`src/rtl/uart_bclk_pkg.sv`:
```
package uart_bclk_pkg;

    // Smallest character length a frame may carry
    localparam int unsigned MIN_DATA_BITS = 5;

    // Line-control field positions (decoded by the frame decoder)
    localparam int unsigned LC_LEN_LSB   = 0;
    localparam int unsigned LC_STOP_BIT  = 2;
    localparam int unsigned LC_PSENSE    = 3;
    localparam int unsigned LC_PENABLE   = 5;
    localparam int unsigned LC_IRDA      = 6;

    typedef enum logic [1:0] {
        PAR_OFF  = 2'd0,
        PAR_ODD  = 2'd1,
        PAR_EVEN = 2'd2
    } par_mode_e;

    typedef struct packed {
        logic [3:0] data_bits;
        logic       two_stop;
        par_mode_e  parity;
        logic       ir_mode;
    } frame_cfg_t;

endpackage

```
`src/rtl/uart_bclk_frame_dec.sv`:
```
module uart_bclk_frame_dec
    import uart_bclk_pkg::*;
#(
    parameter int unsigned LCR_W = 8
) (
    input  logic [LCR_W-1:0] lcr,
    output frame_cfg_t       frame
);

    logic [1:0] len_code;
    logic       unused_lcr;

    assign len_code = lcr[LC_LEN_LSB +: 2];

    // Bits outside the decoded fields, plus the ignored sub-field bit 4
    assign unused_lcr = ^{lcr[LCR_W-1:LC_IRDA+1], lcr[4]};

    always_comb begin
        frame           = '0;
        frame.data_bits = 4'(len_code) + 4'(MIN_DATA_BITS);
        frame.two_stop  = lcr[LC_STOP_BIT];
        frame.ir_mode   = lcr[LC_IRDA];
        if (!lcr[LC_PENABLE]) begin
            frame.parity = PAR_OFF;
        end else if (lcr[LC_PSENSE]) begin
            frame.parity = PAR_EVEN;
        end else begin
            frame.parity = PAR_ODD;
        end
    end

endmodule

```
`src/rtl/uart_bclk_tickgen.sv`:
```
module uart_bclk_tickgen #(
    parameter int unsigned EFF_W      = 12,
    parameter int unsigned FRAC_EFF_W = 3,
    parameter int unsigned OS_RATE    = 16
) (
    input  logic                  clk,
    input  logic                  rst_n,
    input  logic                  restart,
    input  logic                  enable,
    input  logic [EFF_W-1:0]      div_eff,
    input  logic [FRAC_EFF_W-1:0] frac_eff,
    output logic                  os_tick,
    output logic                  bit_tick
);

    localparam int unsigned OS_W  = $clog2(OS_RATE);
    localparam int unsigned CNT_W = EFF_W + 1;
    localparam logic [OS_W-1:0] OS_LAST = OS_W'(OS_RATE - 1);

    typedef struct packed {
        logic [CNT_W-1:0] clk_cnt;
        logic [OS_W-1:0]  os_cnt;
    } tick_st_t;

    tick_st_t         st_d, st_q;
    logic             stretch;
    logic [CNT_W-1:0] limit;
    logic             os_hit;
    logic             last_os;

    always_comb begin
        // The first frac_eff ticks of each bit period carry one extra clock
        stretch  = int'(st_q.os_cnt) < int'(frac_eff);
        limit    = CNT_W'(div_eff) + CNT_W'(stretch);
        os_hit   = enable && (st_q.clk_cnt == limit);
        last_os  = st_q.os_cnt == OS_LAST;

        st_d = st_q;
        if (restart || !enable) begin
            st_d = '0;
        end else if (os_hit) begin
            st_d.clk_cnt = '0;
            st_d.os_cnt  = last_os ? '0 : st_q.os_cnt + 1'b1;
        end else begin
            st_d.clk_cnt = st_q.clk_cnt + 1'b1;
        end
    end

    always_ff @(posedge clk or negedge rst_n) begin
        if (!rst_n) begin
            st_q <= '0;
        end else begin
            st_q <= st_d;
        end
    end

    assign os_tick  = os_hit;
    assign bit_tick = os_hit && last_os;

endmodule

```
`src/rtl/uart_bclk_cfg.sv`:
```
module uart_bclk_cfg
    import uart_bclk_pkg::*;
#(
    parameter int unsigned DIV_W      = 16,
    parameter int unsigned FRAC_W     = 4,
    parameter int unsigned FRAC_EFF_W = 3,
    parameter int unsigned PROD_W     = 16,
    parameter int unsigned OS_RATE    = 16,
    parameter int unsigned LCR_W      = 8
) (
    input  logic              clk,
    input  logic              rst_n,
    input  logic              div_we,
    input  logic [DIV_W-1:0]  div_wdata,
    input  logic              frac_we,
    input  logic [FRAC_W-1:0] frac_wdata,
    input  logic              lcr_we,
    input  logic [LCR_W-1:0]  lcr_wdata,
    output logic              os_tick,
    output logic              bit_tick,
    output logic [3:0]        data_bits,
    output logic              two_stop,
    output logic              parity_en,
    output logic              parity_even,
    output logic              ir_mode
);

    // 16*DIV kept to PROD_W bits leaves PROD_W-log2(OS_RATE) divisor bits
    localparam int unsigned OS_SHIFT = $clog2(OS_RATE);
    localparam int unsigned EFF_W    = PROD_W - OS_SHIFT;

    typedef struct packed {
        logic [DIV_W-1:0]  div;
        logic [FRAC_W-1:0] frac;
        logic [LCR_W-1:0]  lcr;
    } cfg_regs_t;

    cfg_regs_t             cfg_d, cfg_q;
    logic [EFF_W-1:0]      div_eff;
    logic [FRAC_EFF_W-1:0] frac_eff;
    logic                  gen_en;
    logic                  restart;
    frame_cfg_t            frame;

    always_comb begin
        cfg_d = cfg_q;
        if (div_we) begin
            cfg_d.div = div_wdata;
        end
        if (frac_we) begin
            cfg_d.frac = frac_wdata;
        end
        if (lcr_we) begin
            cfg_d.lcr = lcr_wdata;
        end
    end

    always_ff @(posedge clk or negedge rst_n) begin
        if (!rst_n) begin
            cfg_q <= '0;
        end else begin
            cfg_q <= cfg_d;
        end
    end

    assign div_eff  = cfg_q.div[EFF_W-1:0];
    assign frac_eff = cfg_q.frac[FRAC_EFF_W-1:0];
    assign gen_en   = |cfg_q.div;
    assign restart  = div_we | frac_we;

    // Divisor bits above the truncated product only count towards "enabled"
    generate
        if (DIV_W > EFF_W) begin : g_div_hi
            logic unused_div_hi;
            assign unused_div_hi = ^cfg_q.div[DIV_W-1:EFF_W];
        end
        if (FRAC_W > FRAC_EFF_W) begin : g_frac_hi
            logic unused_frac_hi;
            assign unused_frac_hi = ^cfg_q.frac[FRAC_W-1:FRAC_EFF_W];
        end
    endgenerate

    uart_bclk_tickgen #(
        .EFF_W      (EFF_W),
        .FRAC_EFF_W (FRAC_EFF_W),
        .OS_RATE    (OS_RATE)
    ) u_tickgen (
        .clk      (clk),
        .rst_n    (rst_n),
        .restart  (restart),
        .enable   (gen_en),
        .div_eff  (div_eff),
        .frac_eff (frac_eff),
        .os_tick  (os_tick),
        .bit_tick (bit_tick)
    );

    uart_bclk_frame_dec #(
        .LCR_W (LCR_W)
    ) u_frame_dec (
        .lcr   (cfg_q.lcr),
        .frame (frame)
    );

    assign data_bits   = frame.data_bits;
    assign two_stop    = frame.two_stop;
    assign parity_en   = frame.parity != PAR_OFF;
    assign parity_even = frame.parity == PAR_EVEN;
    assign ir_mode     = frame.ir_mode;

endmodule

```
`config.mk`:
```
export PLATFORM = sky130hd
export DESIGN_NAME = uart_bclk_cfg
export DESIGN_NICKNAME = d
export VERILOG_FILES = /design/src/rtl/uart_bclk_pkg.sv /design/src/rtl/uart_bclk_frame_dec.sv /design/src/rtl/uart_bclk_tickgen.sv /design/src/rtl/uart_bclk_cfg.sv
export SDC_FILE = /design/constraint.sdc
export NUM_CORES = 1
export LEC_CHECK = 0
export BUFFER_PORTS_ARGS = -buffer_cell sky130_fd_sc_hd__buf_4
export CAP_MARGIN = 20
export CORE_UTILIZATION = 59
export DETAILED_ROUTE_END_ITERATION = 7
export GPL_TIMING_DRIVEN = 0
export PLACE_DENSITY = 0.82
export SLEW_MARGIN = 20
export SYNTH_ARGS = -nofsm -noshare
export SYNTH_HDL_FRONTEND = slang
export SYNTH_SLANG_ARGS = --single-unit
```
`constraint.sdc`:
```
create_clock -name clk -period 6.9 [get_ports clk]
set_input_delay 0.69 -clock clk [delete_from_list [all_inputs] [get_ports clk]]
set_output_delay 0.69 -clock clk [all_outputs]
set_load 0.02 [all_outputs]
```
==> flow_summary.json <==
{
  "post-cts-setup-buffers": 0,
  "synth_warnings": 0,
  "rows": 22,
  "ios": 43,
  "place_inst": 307,
  "vias": 1782,
  "grt-ovfl-total": 0,
  "p_sw_uw": 136.4,
  "hold_viol_final": 0,
  "grt_use_total_pct": 24.23,
  "gp_congestion": 0.8886,
  "worstSkewPairLatency_ps": 290,
  "arrival_ps": 3620,
  "power.share.sequential_pct": 52.3,
  "clk_pin_slew_ps": 70,
  "io_buffers": 37,
  "start_kind": "flip-flop",
  "antenna_left": 0,
  "syn_avg_cell_area_sq_um": 10.45,
  "slew_headroom_pct": 62.92,
  "worst_pin_slew_ps": 556.1,
  "clock.fmax_mhz": 232.1,
  "cp_max_fo": 5,
  "syn-cell-area_sq_mm": 0.002321,
  "core_sq_mm": 0.003716,
  "fin_crit_sh_pct": 62.43,
  "p_total_uw": 523.4,
  "powerDensity_mw_per_mm2": 190.9,
  "ir_drop_v": 0.0001129,
  "htree_levels": 2,
  "maxCapViolations": 0,
  "end_kind": "output pin",
  "ys_ff_latch": 42,
  "nNetsFinal": 306,
  "swShare_pct": 26.07,
  "fp.dieH_microns": 64.72,
  "drtIter0Drc": 80,
  "slew_viol_final": 0,
  "pwr-share-clk_pct": 28.9,
  "initial_utilization_pct": 62.46,
  "synthArstFlopShare_pct": 100.0,
  "area_growth_pct": 18.11,
  "ys_seq_area_share_pct": 45.28,
  "synth_edf_count": 0,
  "place_hpwl_mm": 3.294,
  "drive_gt1_share_pct": 29.81,
  "antenna_cells": 0,
  "fp.dieW_microns": 64.72,
  "cp.required_ps": 6210,
  "ys.flop_type": "dfrtp_1",
  "cts_tree": "built",
  "grt_pass1_vias": 1664,
  "skew_ps": 7.932,
  "leakage_uw": 0.001212,
  "multiInputGateArea_sq_mm": 0.001200,
  "grt_pass1_wl_mm": 7.576,
  "status": "finished clean",
  "hold-worst-slack_ps": 370.3,
  "p_int_uw": 387.0,
  "wl_mm": 4.536,
  "instances_no_fill": 313,
  "setup_tns_ps": 0,
  "numCtsBuffers": 5,
  "grt_max_degree": 43,
  "synthesis.nets": 262,
  "antenna_found_initial": 0,
  "power.share.combinational_pct": 18.8,
  "finalSetupViolations": 0,
  "root_buffer": "clkbuf_8",
  "drc": 0,
  "fill_cells": 281,
  "yosysUniqueCellTypes": 42,
  "synthCells": 222,
  "hold_path_class": "input pin to asynchronous set/reset pin",
  "first_pass_iters": 4,
  "post-route-min-period_ps": 4308,
  "holdBufCountCts": 0,
  "clk_path_buf_depth": 2,
  "rsz0062_at_grt": "false",
  "routed_via_density": 5.693,
  "cts_resized": 0,
  "tritoncts_num_sinks": 42,
  "regArea_sq_mm": 0.001051,
  "die-area_sq_mm": 0.004189,
  "wl_per_cell_microns": 14.49,
  "path_class": "flip-flop to output pin"
}
state kept, by name, indices dropped and copies added (netlist names):
| signal | flops |
|---|---|
| cfg_q | 25 |
| u_tickgen.st_q | 17 |
routing by layer:
| metal | routed length (microns) | vias to the layer above | track usage, % | share of wire (%) |
|---|---|---|---|---|
| met5 | 0 | - | 0 | 0 |
| met4 | 49 | 0 | 7.778 | 1.1 |
| met3 | 268 | 8 | 6.338 | 5.9 |
| met2 | 2174 | 65 | 38.67 | 48 |
| met1 | 2043 | 836 | 32.06 | 45 |
| li1 | - | 873 | - | - |
cells in the final DEF (no fill, tap or decap), types with 3 or more instances in the layout:
master and count:
a211oi_1 3, a21oi_1 6, a31oi_1 4, and3_1 5, buf_4 37, clkbuf_1 7, clkbuf_8 6, dfrtp_1 42
ha_1 7, inv_1 6, mux2_2 22, nand2_1 14, nand3_1 12, nor2_1 19, nor4_1 6, o21ai_0 9
xnor2_1 14, xor2_1 13
through the flow:
step	cell area (sq um)	utilization, %	setup WS [ps]
CTS	2741	73.77	2616
finish	2741	73.77	2592
global placement	2659	71.55	2970
global route	2741	73.77	2365
floorplan	2321	-	3110
detailed placement	2659	71.55	2949
worst max-delay path: stages (launching register included):
cell	delay (ps)
dfrtp_1	420
ha_1	280
a21o_1	160
a211oi_1	280
ha_1	220
ha_1	250
nand4_2	180
or2_1	300
nor4_2	290
a211oi_2	90
or3_4	430
nor2_4	90
and4_1	190
buf_4	130
cells by family (layout without fill, tap and decap cells):
logic type	after synthesis	after routing	synth area share (%)
AND/OR/NAND/NOR	75	75	17.68
flip-flops	42	42	45.28
AO/OA/AOI/OAI	33	33	9.380
XOR/XNOR	27	27	10.19
multiplexers	22	22	10.67
buffers and inverters	16	59	3.019
adder cells (fa/ha/maj)	7	7	3.773
Yosys cell counts (2+ instances only):
cell type	n	area, sq um
a211oi_1	3	22.52
a21o_1	2	15.01
a21oi_1	6	30.03
a31o_2	2	17.52
a31oi_1	4	25.02
and2_1	2	12.51
and3_1	5	31.28
and4_1	2	17.52
buf_2	2	10.01
clkbuf_1	7	26.28
dfrtp_1	42	1051
ha_1	7	87.58
inv_1	6	22.52
mux2_2	22	247.7
nand2_1	14	52.55
nand2b_1	2	12.51
nand3_1	12	60.06
nor2_1	19	71.32
nor4_1	6	37.54
o21ai_0	9	45.04
o22ai_1	2	12.51
xnor2_1	14	122.6
xor2_1	13	113.9
worst paths after layout:
check                                  startpoint           endpoint  slack (ps)  cells after the start
worst max-delay path            u_tickgen.st_q[1]           bit_tick        2590                     13
worst min-delay path                        rst_n          cfg_q[16]         370                      1
worst max register to register  u_tickgen.st_q[1]  u_tickgen.st_q[9]        3440                     13
worst min register to register          cfg_q[27]          cfg_q[27]         510                      1
max in group asynchronous                   rst_n          cfg_q[24]        6160                      1
min in group clk                        cfg_q[27]          cfg_q[27]         510                      1
area by class of cell:
cell class	instances	area share (%)
timing repair buffer	37	10.13
clock buffer	6	3.012
sequential	42	38.34
buffer	10	1.734
multi-input combinational	164	43.77
tap	48	2.191
inverter	6	0.8215
power groups by stage:
stage                     clock (uW)  sequential (uW)  combinational (uW)
final                            151              274                98.4
after global routing             167              276                 108
after CTS                        156              274                99.3
after detailed placement           0              279                98.0
after global placement             0              277                95.3
after floorplan                    0              276                63.1
No activity file was read; power rests on OpenSTA's default activity.
